### src/rtl/msi_pkg.sv
package msi_pkg;

  typedef enum logic [1:0] {
    LS_INV = 2'b00,
    LS_SHR = 2'b01,
    LS_MOD = 2'b10
  } lstate_e;

  typedef enum logic [1:0] {
    BOP_WB  = 2'b00,
    BOP_RD  = 2'b01,
    BOP_RDX = 2'b10,
    BOP_INV = 2'b11
  } bop_e;

  typedef enum logic [2:0] {
    CS_IDLE,
    CS_WB,
    CS_FILL,
    CS_WAIT,
    CS_UPG
  } cstate_e;

  // State a line takes after a remote operation hits it.
  function automatic lstate_e snoop_next(lstate_e cur, bop_e op);
    case (op)
      BOP_RD:           return (cur == LS_MOD) ? LS_SHR : cur;
      BOP_RDX, BOP_INV: return LS_INV;
      default:          return cur;
    endcase
  endfunction

  // A dirty line must be pushed out when a remote cache reads it.
  function automatic logic snoop_flush(lstate_e cur, bop_e op);
    return (cur == LS_MOD) && ((op == BOP_RD) || (op == BOP_RDX));
  endfunction

  // State installed by a fill.
  function automatic lstate_e fill_state(logic is_store);
    return is_store ? LS_MOD : LS_SHR;
  endfunction

endpackage

### src/rtl/msi_line_store.sv
module msi_line_store
  import msi_pkg::*;
#(
  parameter int LINES  = 8,
  parameter int TAG_W  = 13,
  parameter int DATA_W = 32,
  localparam int IDX_W = $clog2(LINES)
) (
  input  logic              clk,
  input  logic              rst_n,
  // processor side read
  input  logic [IDX_W-1:0]  c_idx,
  output logic [TAG_W-1:0]  c_tag,
  output lstate_e           c_state,
  output logic [DATA_W-1:0] c_data,
  // snoop side read
  input  logic [IDX_W-1:0]  s_idx,
  output lstate_e           s_state,
  output logic [DATA_W-1:0] s_data,
  // processor side write (fill, upgrade, store hit)
  input  logic              wr_en,
  input  logic [IDX_W-1:0]  wr_idx,
  input  logic [TAG_W-1:0]  wr_tag,
  input  lstate_e           wr_state,
  input  logic [DATA_W-1:0] wr_data,
  // snoop side state update
  input  logic              st_en,
  input  logic [IDX_W-1:0]  st_idx,
  input  lstate_e           st_val,
  // flattened states for checking
  output logic [2*LINES-1:0] st_flat
);

  logic [TAG_W-1:0]  tag_q   [LINES];
  lstate_e           state_q [LINES];
  logic [DATA_W-1:0] data_q  [LINES];

  always_ff @(posedge clk or negedge rst_n) begin
    if (!rst_n) begin
      for (int i = 0; i < LINES; i++) begin
        tag_q[i]   <= '0;
        state_q[i] <= LS_INV;
        data_q[i]  <= '0;
      end
    end else begin
      for (int i = 0; i < LINES; i++) begin
        if (wr_en && (wr_idx == IDX_W'(i))) begin
          tag_q[i]   <= wr_tag;
          state_q[i] <= wr_state;
          data_q[i]  <= wr_data;
        end else if (st_en && (st_idx == IDX_W'(i))) begin
          state_q[i] <= st_val;
        end
      end
    end
  end

  assign c_tag   = tag_q[c_idx];
  assign c_state = state_q[c_idx];
  assign c_data  = data_q[c_idx];
  assign s_state = state_q[s_idx];
  assign s_data  = data_q[s_idx];

  for (genvar g = 0; g < LINES; g++) begin : g_flat
    assign st_flat[2*g +: 2] = state_q[g];
  end

endmodule

### src/rtl/msi_snoop_unit.sv
module msi_snoop_unit
  import msi_pkg::*;
#(
  parameter int ADDR_W = 16,
  parameter int LINES  = 8,
  parameter int DATA_W = 32,
  localparam int IDX_W = $clog2(LINES),
  localparam int TAG_W = ADDR_W - IDX_W
) (
  input  logic              clk,
  input  logic              rst_n,
  input  logic              snp_valid,
  input  logic [1:0]        snp_op,
  input  logic [ADDR_W-1:0] snp_addr,
  // mirror of the processor-side tag writes
  input  logic              wr_en,
  input  logic [IDX_W-1:0]  wr_idx,
  input  logic [TAG_W-1:0]  wr_tag,
  // line store snoop port
  output logic [IDX_W-1:0]  s_idx,
  input  lstate_e           s_state,
  input  logic [DATA_W-1:0] s_data,
  output logic              st_en,
  output logic [IDX_W-1:0]  st_idx,
  output lstate_e           st_val,
  // flush port
  output logic              flush_valid,
  output logic [ADDR_W-1:0] flush_addr,
  output logic [DATA_W-1:0] flush_data,
  // events
  output logic              ev_snp_hit,
  output logic              ev_snp_hit_mod
);

  logic [TAG_W-1:0] dup_tag_q [LINES];
  logic [TAG_W-1:0] s_tag;
  bop_e             op;
  lstate_e          nxt;
  logic             need_flush;

  always_ff @(posedge clk or negedge rst_n) begin
    if (!rst_n) begin
      for (int i = 0; i < LINES; i++) dup_tag_q[i] <= '0;
    end else begin
      for (int i = 0; i < LINES; i++)
        if (wr_en && (wr_idx == IDX_W'(i))) dup_tag_q[i] <= wr_tag;
    end
  end

  assign s_idx = snp_addr[IDX_W-1:0];
  assign s_tag = snp_addr[ADDR_W-1:IDX_W];
  assign op    = bop_e'(snp_op);

  assign ev_snp_hit     = snp_valid && (dup_tag_q[s_idx] == s_tag) && (s_state != LS_INV);
  assign ev_snp_hit_mod = ev_snp_hit && (s_state == LS_MOD);

  assign nxt        = snoop_next(s_state, op);
  assign need_flush = ev_snp_hit && snoop_flush(s_state, op);

  assign st_en  = ev_snp_hit && (nxt != s_state);
  assign st_idx = s_idx;
  assign st_val = nxt;

  always_ff @(posedge clk or negedge rst_n) begin
    if (!rst_n) begin
      flush_valid <= 1'b0;
      flush_addr  <= '0;
      flush_data  <= '0;
    end else begin
      flush_valid <= need_flush;
      if (need_flush) begin
        flush_addr <= snp_addr;
        flush_data <= s_data;
      end
    end
  end

endmodule

### src/rtl/msi_cpu_ctrl.sv
module msi_cpu_ctrl
  import msi_pkg::*;
#(
  parameter int ADDR_W = 16,
  parameter int LINES  = 8,
  parameter int DATA_W = 32,
  localparam int IDX_W = $clog2(LINES),
  localparam int TAG_W = ADDR_W - IDX_W
) (
  input  logic              clk,
  input  logic              rst_n,
  input  logic              cpu_valid,
  input  logic              cpu_write,
  input  logic [ADDR_W-1:0] cpu_addr,
  input  logic [DATA_W-1:0] cpu_wdata,
  output logic              cpu_ready,
  output logic [DATA_W-1:0] cpu_rdata,
  // line store processor port
  output logic [IDX_W-1:0]  c_idx,
  input  logic [TAG_W-1:0]  c_tag,
  input  lstate_e           c_state,
  input  logic [DATA_W-1:0] c_data,
  output logic              wr_en,
  output logic [IDX_W-1:0]  wr_idx,
  output logic [TAG_W-1:0]  wr_tag,
  output lstate_e           wr_state,
  output logic [DATA_W-1:0] wr_data,
  // bus
  output logic              bus_req,
  output bop_e              bus_op,
  output logic [ADDR_W-1:0] bus_addr,
  output logic [DATA_W-1:0] bus_wdata,
  input  logic              bus_gnt,
  input  logic              mem_rvalid,
  input  logic [DATA_W-1:0] mem_rdata,
  // events
  output logic              ev_idle,
  output logic              ev_rd_hit,
  output logic              ev_upgrade,
  output logic              ev_victim_wb
);

  cstate_e          cs_q, cs_d;
  logic [TAG_W-1:0] tag;
  logic             hit, rd_hit, wr_hit_m, upgrade, victim_dirty, still_shr;

  assign c_idx = cpu_addr[IDX_W-1:0];
  assign tag   = cpu_addr[ADDR_W-1:IDX_W];

  assign hit          = (c_tag == tag) && (c_state != LS_INV);
  assign rd_hit       = cpu_valid && !cpu_write && hit;
  assign wr_hit_m     = cpu_valid && cpu_write && hit && (c_state == LS_MOD);
  assign upgrade      = cpu_valid && cpu_write && hit && (c_state == LS_SHR);
  assign victim_dirty = !hit && (c_state == LS_MOD);
  assign still_shr    = (c_tag == tag) && (c_state == LS_SHR);

  assign ev_idle      = (cs_q == CS_IDLE);
  assign ev_rd_hit    = ev_idle && rd_hit;
  assign ev_upgrade   = ev_idle && upgrade;
  assign ev_victim_wb = ev_idle && cpu_valid && victim_dirty;

  assign cpu_rdata = c_data;

  always_comb begin
    cs_d      = cs_q;
    cpu_ready = 1'b0;
    bus_req   = 1'b0;
    bus_op    = BOP_RD;
    bus_addr  = cpu_addr;
    bus_wdata = '0;
    wr_en     = 1'b0;
    wr_idx    = c_idx;
    wr_tag    = tag;
    wr_state  = LS_INV;
    wr_data   = c_data;
    case (cs_q)
      CS_IDLE: begin
        if (cpu_valid) begin
          if (rd_hit) begin
            cpu_ready = 1'b1;
          end else if (wr_hit_m) begin
            cpu_ready = 1'b1;
            wr_en     = 1'b1;
            wr_state  = LS_MOD;
            wr_data   = cpu_wdata;
          end else if (upgrade) begin
            cs_d = CS_UPG;
          end else if (victim_dirty) begin
            cs_d = CS_WB;
          end else begin
            cs_d = CS_FILL;
          end
        end
      end
      CS_WB: begin
        if (c_state == LS_MOD) begin
          bus_req   = 1'b1;
          bus_op    = BOP_WB;
          bus_addr  = {c_tag, c_idx};
          bus_wdata = c_data;
          if (bus_gnt) begin
            wr_en    = 1'b1;
            wr_tag   = c_tag;
            wr_state = LS_SHR;
            cs_d     = CS_FILL;
          end
        end else begin
          cs_d = CS_FILL;
        end
      end
      CS_FILL: begin
        bus_req = 1'b1;
        bus_op  = cpu_write ? BOP_RDX : BOP_RD;
        if (bus_gnt) cs_d = CS_WAIT;
      end
      CS_WAIT: begin
        if (mem_rvalid) begin
          wr_en    = 1'b1;
          wr_state = fill_state(cpu_write);
          wr_data  = mem_rdata;
          cs_d     = CS_IDLE;
        end
      end
      CS_UPG: begin
        if (still_shr) begin
          bus_req = 1'b1;
          bus_op  = BOP_INV;
          if (bus_gnt) begin
            wr_en    = 1'b1;
            wr_state = LS_MOD;
            cs_d     = CS_IDLE;
          end
        end else begin
          cs_d = CS_IDLE;
        end
      end
      default: cs_d = CS_IDLE;
    endcase
  end

  always_ff @(posedge clk or negedge rst_n) begin
    if (!rst_n) cs_q <= CS_IDLE;
    else        cs_q <= cs_d;
  end

endmodule

### src/rtl/msi_cache_ctrl.sv
module msi_cache_ctrl
  import msi_pkg::*;
#(
  parameter int ADDR_W = 16,
  parameter int DATA_W = 32,
  parameter int LINES  = 8,
  localparam int IDX_W = $clog2(LINES),
  localparam int TAG_W = ADDR_W - IDX_W
) (
  input  logic              clk,
  input  logic              rst_n,
  input  logic              cpu_req_valid,
  input  logic              cpu_req_write,
  input  logic [ADDR_W-1:0] cpu_req_addr,
  input  logic [DATA_W-1:0] cpu_req_wdata,
  output logic              cpu_ready,
  output logic [DATA_W-1:0] cpu_rdata,
  output logic              bus_req,
  output logic [1:0]        bus_op,
  output logic [ADDR_W-1:0] bus_addr,
  output logic [DATA_W-1:0] bus_wdata,
  input  logic              bus_gnt,
  input  logic              mem_rvalid,
  input  logic [DATA_W-1:0] mem_rdata,
  input  logic              snp_valid,
  input  logic [1:0]        snp_op,
  input  logic [ADDR_W-1:0] snp_addr,
  output logic              flush_valid,
  output logic [ADDR_W-1:0] flush_addr,
  output logic [DATA_W-1:0] flush_data
);

  logic [IDX_W-1:0]   c_idx, s_idx, wr_idx, st_idx;
  logic [TAG_W-1:0]   c_tag, wr_tag;
  lstate_e            c_state, s_state, wr_state, st_val;
  logic [DATA_W-1:0]  c_data, s_data, wr_data;
  logic               wr_en, st_en;
  bop_e               bus_op_e;
  logic [2*LINES-1:0] st_flat;
  logic               ev_idle, ev_rd_hit, ev_upgrade, ev_victim_wb;
  logic               ev_snp_hit, ev_snp_hit_mod;

  assign bus_op = bus_op_e;

  msi_line_store #(.LINES(LINES), .TAG_W(TAG_W), .DATA_W(DATA_W)) u_store (
    .clk(clk), .rst_n(rst_n),
    .c_idx(c_idx), .c_tag(c_tag), .c_state(c_state), .c_data(c_data),
    .s_idx(s_idx), .s_state(s_state), .s_data(s_data),
    .wr_en(wr_en), .wr_idx(wr_idx), .wr_tag(wr_tag), .wr_state(wr_state), .wr_data(wr_data),
    .st_en(st_en), .st_idx(st_idx), .st_val(st_val),
    .st_flat(st_flat)
  );

  msi_cpu_ctrl #(.ADDR_W(ADDR_W), .LINES(LINES), .DATA_W(DATA_W)) u_cpu (
    .clk(clk), .rst_n(rst_n),
    .cpu_valid(cpu_req_valid), .cpu_write(cpu_req_write),
    .cpu_addr(cpu_req_addr), .cpu_wdata(cpu_req_wdata),
    .cpu_ready(cpu_ready), .cpu_rdata(cpu_rdata),
    .c_idx(c_idx), .c_tag(c_tag), .c_state(c_state), .c_data(c_data),
    .wr_en(wr_en), .wr_idx(wr_idx), .wr_tag(wr_tag), .wr_state(wr_state), .wr_data(wr_data),
    .bus_req(bus_req), .bus_op(bus_op_e), .bus_addr(bus_addr), .bus_wdata(bus_wdata),
    .bus_gnt(bus_gnt), .mem_rvalid(mem_rvalid), .mem_rdata(mem_rdata),
    .ev_idle(ev_idle), .ev_rd_hit(ev_rd_hit), .ev_upgrade(ev_upgrade),
    .ev_victim_wb(ev_victim_wb)
  );

  msi_snoop_unit #(.ADDR_W(ADDR_W), .LINES(LINES), .DATA_W(DATA_W)) u_snoop (
    .clk(clk), .rst_n(rst_n),
    .snp_valid(snp_valid), .snp_op(snp_op), .snp_addr(snp_addr),
    .wr_en(wr_en), .wr_idx(wr_idx), .wr_tag(wr_tag),
    .s_idx(s_idx), .s_state(s_state), .s_data(s_data),
    .st_en(st_en), .st_idx(st_idx), .st_val(st_val),
    .flush_valid(flush_valid), .flush_addr(flush_addr), .flush_data(flush_data),
    .ev_snp_hit(ev_snp_hit), .ev_snp_hit_mod(ev_snp_hit_mod)
  );

endmodule

### config.mk
export PLATFORM = sky130hd
export DESIGN_NAME = msi_cache_ctrl
export DESIGN_NICKNAME = d
export VERILOG_FILES = /design/src/rtl/msi_pkg.sv /design/src/rtl/msi_line_store.sv /design/src/rtl/msi_snoop_unit.sv /design/src/rtl/msi_cpu_ctrl.sv /design/src/rtl/msi_cache_ctrl.sv
export SDC_FILE = /design/constraint.sdc
export NUM_CORES = 1
export LEC_CHECK = 0
export BUFFER_PORTS_ARGS = -buffer_cell sky130_fd_sc_hd__buf_2
export CAP_MARGIN = 20
export CORE_AREA = 4 4 175 305
export DETAILED_ROUTE_END_ITERATION = 16
export DIE_AREA = 0 0 179 309
export PLACE_DENSITY = 0.69
export RECOVER_POWER = 50
export SYNTH_ARGS = -nofsm -noshare
export SYNTH_HDL_FRONTEND = slang
export SYNTH_SLANG_ARGS = --single-unit
### constraint.sdc
create_clock -name clk -period 13.8 [get_ports clk]
set_input_delay 4.14 -clock clk [delete_from_list [all_inputs] [get_ports clk]]
set_output_delay 4.14 -clock clk [all_outputs]
set_load 0.03 [all_outputs]
; ---- After elaboration in Yosys (flattened, before gate mapping)
; Index checks and enable logic that the tools add are counted.
[op_classes]
reduce_logical = 48
n_eq_ne = 34
n_mux = 87
bitwise_logic = 2
order_cmp = 2
[ops]
columns = op, n
row1 = 2-to-1 mux 32 bit, 10
row2 = binary-select mux 32 bit (select 3 bit), 2
row3 = 2-to-1 mux 13 bit, 7
row4 = binary-select mux 13 bit (select 3 bit), 2
row5 = case mux 32 bit (2 select lines), 1
row6 = 2-to-1 mux 2 bit, 31
row7 = 2-to-1 mux 16 bit, 2
row8 = logical AND 1 bit, 30
row9 = 2-to-1 mux 3 bit, 10
row10 = equality test 3 bit (second input constant), 9
row11 = equality test 13 bit, 2
row12 = nonzero test 2 bit, 10
row13 = equality test 3 x 2 -> 1 bit (second input constant), 6
row14 = case mux 3 bit (5 select lines), 1
row15 = 2-to-1 mux 1 bit, 14
row16 = binary-select mux 2 bit (select 3 bit), 2
row17 = inequality test 2 bit (second input constant), 5
row18 = equality test 3 x 1 -> 1 bit (second input constant), 3
row19 = zero test 3 bit, 3
row20 = equality test 2 bit (second input constant), 4
row21 = >= comparator 4 bit (second input constant), 2
row22 = inverter 3 -> 4 bit, 2
row23 = case mux 2 bit (4 select lines), 1
row24 = AND reduction 7 bit, 1
row25 = 10 further kinds, 13
[word_totals]
register_bits = 428
output_inout_bits = 133
in_bits = 105
word_cells = 201

; ---- Longest topological paths before layout
[depth]
depth_word = 14
ltp_mapped = 14
ltp_nobuf = 9

; ---- Hierarchy
; Synthesis repeated with hierarchy kept, for this count alone.
[unflattened]
hier_cells = 1839
hier_area_um2 = 27863.0
[modules_own_cells]
columns = module, instances, area_each_um2, cells_per_inst, seq_area_each_um2
row1 = msi_line_store, 1, 18961.9, 1133, 9409.0
row2 = msi_snoop_unit, 1, 6889.1, 444, 3828.7
row3 = msi_cpu_ctrl, 1, 2011.9, 262, 75.1

; ---- Least setup slack after synthesis
; Ideal clock, no wire load.
[synth_timing]
kind = input-to-output
start = input port cpu_req_addr[1]
end = output port bus_op[1]
cell_stages = 10
n_path_buf = 3
required_ps = 9660
path_slack_ps = 3038
arrival_time_ps = 6622
path_cell_list = buf_2 buf_2 buf_2 mux2i_1 nand2_1 and4_1 nor4_2 nand4_1 nor3b_1 a22o_1
[synth_via]
elab_chain_cells = 8
word_cells_on_any_way = 12
classes_between = eq/ne: 2 / mux: 8 / bitwise: 1 / reduce/logical: 1
[synth_lines]
columns = element, line_no
row1 = "start, declared", msi_cache_ctrl.sv:14  ; input logic [ADDR_W-1:0] cpu_req_addr,
row2 = inverter 3 -> 4 bit (implied by the code) (*), "msi_line_store.sv:58, msi_line_store.sv:59"
row3 = binary-select mux 13 bit (select 3 bit) or binary-select mux 2 bit (select 3 bit) (tied branches), "msi_line_store.sv:58, msi_line_store.sv:59"
row4 = 2-to-1 mux 13 bit (implied by the code) or 2-to-1 mux 2 bit (tied branches) (2 in series), "msi_line_store.sv:58, msi_line_store.sv:59"
row5 = equality test 13 bit or equality test 2 x 1 -> 1 bit (tied branches), msi_cpu_ctrl.sv:55  ; assign still_shr = (c_tag == tag) && (c_state == LS_SHR);
row6 = logical AND 1 bit (*), msi_cpu_ctrl.sv:55
row7 = 2-to-1 mux 2 bit (*), msi_cpu_ctrl.sv:125  ; if (still_shr) begin
row8 = case mux 2 bit (3 select lines) (*), msi_cpu_ctrl.sv:76  ; case (cs_q)
row9 = "end, declared", msi_cache_ctrl.sv:19  ; output logic [1:0] bus_op,
; Mark *: on every way between the ends. The rest lies on a longest branch, timed or not. The select of a mux whose other input is x is not followed.

; ---- Worst setup path after layout
[layout_timing]
start = input port cpu_req_addr[1]
end = output port bus_req
[layout_via]
elab_chain_cells = 8
word_cells_on_any_way = 14
classes_between = eq/ne: 3 / mux: 9 / bitwise: 1 / reduce/logical: 1
[layout_lines]
columns = element, line_no
row1 = inverter 3 -> 4 bit (implied by the code) (*), "msi_line_store.sv:58, msi_line_store.sv:59"
row2 = binary-select mux 13 bit (select 3 bit) or binary-select mux 2 bit (select 3 bit) (tied branches), "msi_line_store.sv:58, msi_line_store.sv:59"
row3 = 2-to-1 mux 13 bit (implied by the code) or 2-to-1 mux 2 bit (tied branches) (2 in series), "msi_line_store.sv:58, msi_line_store.sv:59"
row4 = equality test 13 bit or equality test 2 x 1 -> 1 bit (tied branches), msi_cpu_ctrl.sv:55
row5 = logical AND 1 bit, msi_cpu_ctrl.sv:55
row6 = 2-to-1 mux 1 bit, msi_cpu_ctrl.sv:125
row7 = case mux 1 bit (3 select lines) (*), msi_cpu_ctrl.sv:76
row8 = "end, declared", msi_cache_ctrl.sv:18  ; output logic bus_req,
; Marked as above.

==> results.ini <==
[grt]
met2_usage_pct = 47.85
grt_pass1_vias = 19704
grt_max_degree = 186
grt_use_met1_pct = 32.36
antenna_found_initial = 1
use_met3_pct = 3.754
grt_pass1_wl_mm = 117.2
grt-busiest-layer = met2
overflow = 0
grt_use_total_pct = 27.84

[yosys]
synth_seq_cells = 428
synthSimpleGateAreaFrac_pct = 12.73
synth_most_common_cell = nand2_1
ys_top_cells_by_count = 599 x nand2_1, 428 x dfrtp_1, 391 x o21ai_0, 146 x mux4_2, 117 x clkbuf_1
netlist-cell-type-count = 65
synth_edf_count = 0
synth.mux.area_fraction_pct = 20.28
synth.area.top_cells = dfrtp_1 46%, mux4_2 14%, nand2_1 9.7%
synth_top_family_by_area = multiplexers
synthXorXnorAreaFrac_pct = 0.8291
synth_top_area_share_pct = 46.09
syn_inst = 2305
yosys.area.top_type = dfrtp_1
synth_seq_area_share_pct = 46.09
synth_area_per_cell_sq_um = 10.08
synthAdderAreaFrac_pct = 0.1077
synth_nets = 2412
ys.flop_type = dfrtp_1
synth_compound_area_share_pct = 16.25
syn_area_sq_um = 23240
yosys_warnings = 0
synthArstFlopShare_pct = 100.0

[run]
max-cap-violations = 5

[worst_setup_path]
crit_path_start_kind = primary input
end_kind = output pin
required_ns = 9.66
crit_type = in2out
worst-path-max-fanout = 52
worstReg2RegEnd = u_store.data_q[235]$_DFFE_PN0P_
worstReg2RegStart = u_snoop.dup_tag_q[64]$_DFFE_PN0P_
reg2regPathDepth = 10
cp_data_arrival_time_ns = 7.92
r2r_setup_slack_ns = 8.06

[sta]
rsz0062_at_grt = false
fin_tns_setup_ns = 0
whs_ns = 0.4965
slew_viol_final = 340
tightest_slew_ns = 6.042
setup_viol = 0
fmax_mhz = 82.95
fin_crit_ns = 12.06
fin_skew_ns = 0.01767
maxSlewHeadroom_pct = -302.8
final_hold_viol_count = 0
fin_crit_sh_pct = 87.36

[layout]
areaGrowthSynthToFinish_pct = 12.49
insertedDiodeCount = 0
post-route-util_pct = 51.20
layout.nets = 2539
drive_gt1_share_pct = 21.77

[die]
die_area_sq_um = 55310
start_util_pct = 45.51
die_w_um = 179
row_count = 110
ios = 238
core_sq_um = 51060
fp.dieH_um = 309

[place]
hpwl_mm = 51.17
gp_congestion = 0.9751
io_buffers = 237

[drt]
wl_per_cell_um = 24.78
first_pass_iters = 5
drc = 0
drt_iter0_drc = 1451
wl_mm = 77.65
num_vias = 19354
vias_per_cell = 6.175
antenna_left = 0

[power_and_ir_drop]
ir_drop_uv = 355.5
p_per_area_nw_per_um2 = 212.6
total_leakage_power_nw = 11.65

[clock_network]
postCtsSetupBuffers = 0
cts_root_buf = clkbuf_16
clk_pin_slew_ns = 0.06
cts-resized-gates = 0
numCtsBuffers = 41
clk_path_buf_depth = 3
hold_buffers = 0
clock_latency_ns = 0.55
htreeDepth = 2
clkSinkCount = 428
cts_tree = built

[status]
failed_checks = capacitance limit, slew limit
outcome = complete, but fails checks

[worst_hold_path]
hold_path_class = reg2reg
hold_end = u_store.data_q[177]$_DFFE_PN0P_
worstHoldStart = u_store.data_q[177]$_DFFE_PN0P_
hold_path_depth = 2

==> cell type report <==
cell class / count / area [sq um]
clock inverter: 15 / 190.2
sequential: 428 / 10710
clock buffer: 58 / 1202
fill: 4643 / 24920
timing repair buffer: 275 / 1444
multi-input combinational: 1671 / 11700
inverter: 15 / 56.30
tap: 672 / 840.8
==> layer usage <==
metal / part of all wire (%) / vias up / wire (um)
met4: 7.9 / 2 / 6162
met1: 36 / 9647 / 28080
met2: 50 / 866 / 38920
met3: 5.8 / 265 / 4474
li1: - / 8574 / -
met5: 0.0090 / - / 7
==> cell usage in the layout, fill, tap and decap left out, drive strengths merged, types with 8 or more instances in the layout <==
| master | synthesis | layout |
|---|---|---|
| mux2 | 82 | 82 |
| nor3 | 8 | 8 |
| clkbuf | 117 | 112 |
| mux2i | 50 | 50 |
| o211ai | 11 | 11 |
| nor2b | 16 | 16 |
| inv | 15 | 16 |
| xnor2 | 17 | 17 |
| o2bb2ai | 32 | 32 |
| nand2 | 599 | 599 |
| a221oi | 39 | 39 |
| a21oi | 91 | 91 |
| nand3 | 14 | 14 |
| dfrtp | 428 | 428 |
| o22ai | 26 | 26 |
| mux4 | 146 | 146 |
| o21ai | 398 | 398 |
| nor2 | 26 | 26 |
| buf | 74 | 221 |
| nand2b | 10 | 10 |
==> worst max-delay path by stage <==
stage,start,end,slack (ns),cells past startpoint
after global placement,cpu_req_addr[1],bus_req,1.80,10
final,cpu_req_addr[1],bus_req,1.74,10
after global routing,snp_addr[0],u_snoop.flush_data[3]$_DFFE_PN0P_,1.14,11
after floorplan,cpu_req_addr[1],bus_op[1],3.04,10
after detailed placement,cpu_req_addr[1],bus_req,1.77,10
after CTS,cpu_req_addr[1],bus_req,1.73,10
==> where the power goes <==
part	internal (mW)	switching [mW]	leakage [nW]
sequential	1.78	0.462	5.73
combinational	0.853	1.28	5.24
clock	0.684	0.497	0.679
total	3.32	2.24	11.6
==> sequential cells by signal, indices dropped and copies added (netlist names) <==
signal and flops:
u_snoop.flush_addr 16, u_cpu.cs_q 3, u_store.tag_q 13, u_store.st_flat 16
u_snoop.dup_tag_q 91, u_snoop.flush_valid 1, u_store.data_q 256, u_snoop.flush_data 32
==> through the flow <==
stage | setup WS [ns] | std cells | power (mW) | instance area, sq um
floorplan | 3.038 | 2305 | 3.608 | 23240
global placement | 1.799 | 3059 | 4.239 | 24820
detailed placement | 1.766 | 3059 | 4.367 | 24820
CTS | 1.735 | 3132 | 5.554 | 26210
global route | 1.142 | 3134 | 5.905 | 26140
finish | 1.744 | 3134 | 5.557 | 26140
==> worst max-delay path, cell delays in order <==
cell      delay (ns)
buf_4           0.61
buf_4           0.51
mux2_2          0.23
o22ai_1         0.07
a211oi_1        0.66
xnor2_1         0.20
and4_1          0.27
nor3b_1         0.70
a211o_1         0.25
buf_2           0.20
==> cells by family (layout without fill, tap and decap cells) <==
family                   count (synthesis)  in the layout
buffers and inverters                  206            363
adder cells (fa/ha/maj)                  2              2
multiplexers                           278            278
AO/OA/AOI/OAI                          652            652
XOR/XNOR                                22             22
AND/OR/NAND/NOR                        717            717
flip-flops                             428            428
Power figures use the tool's default switching activity.
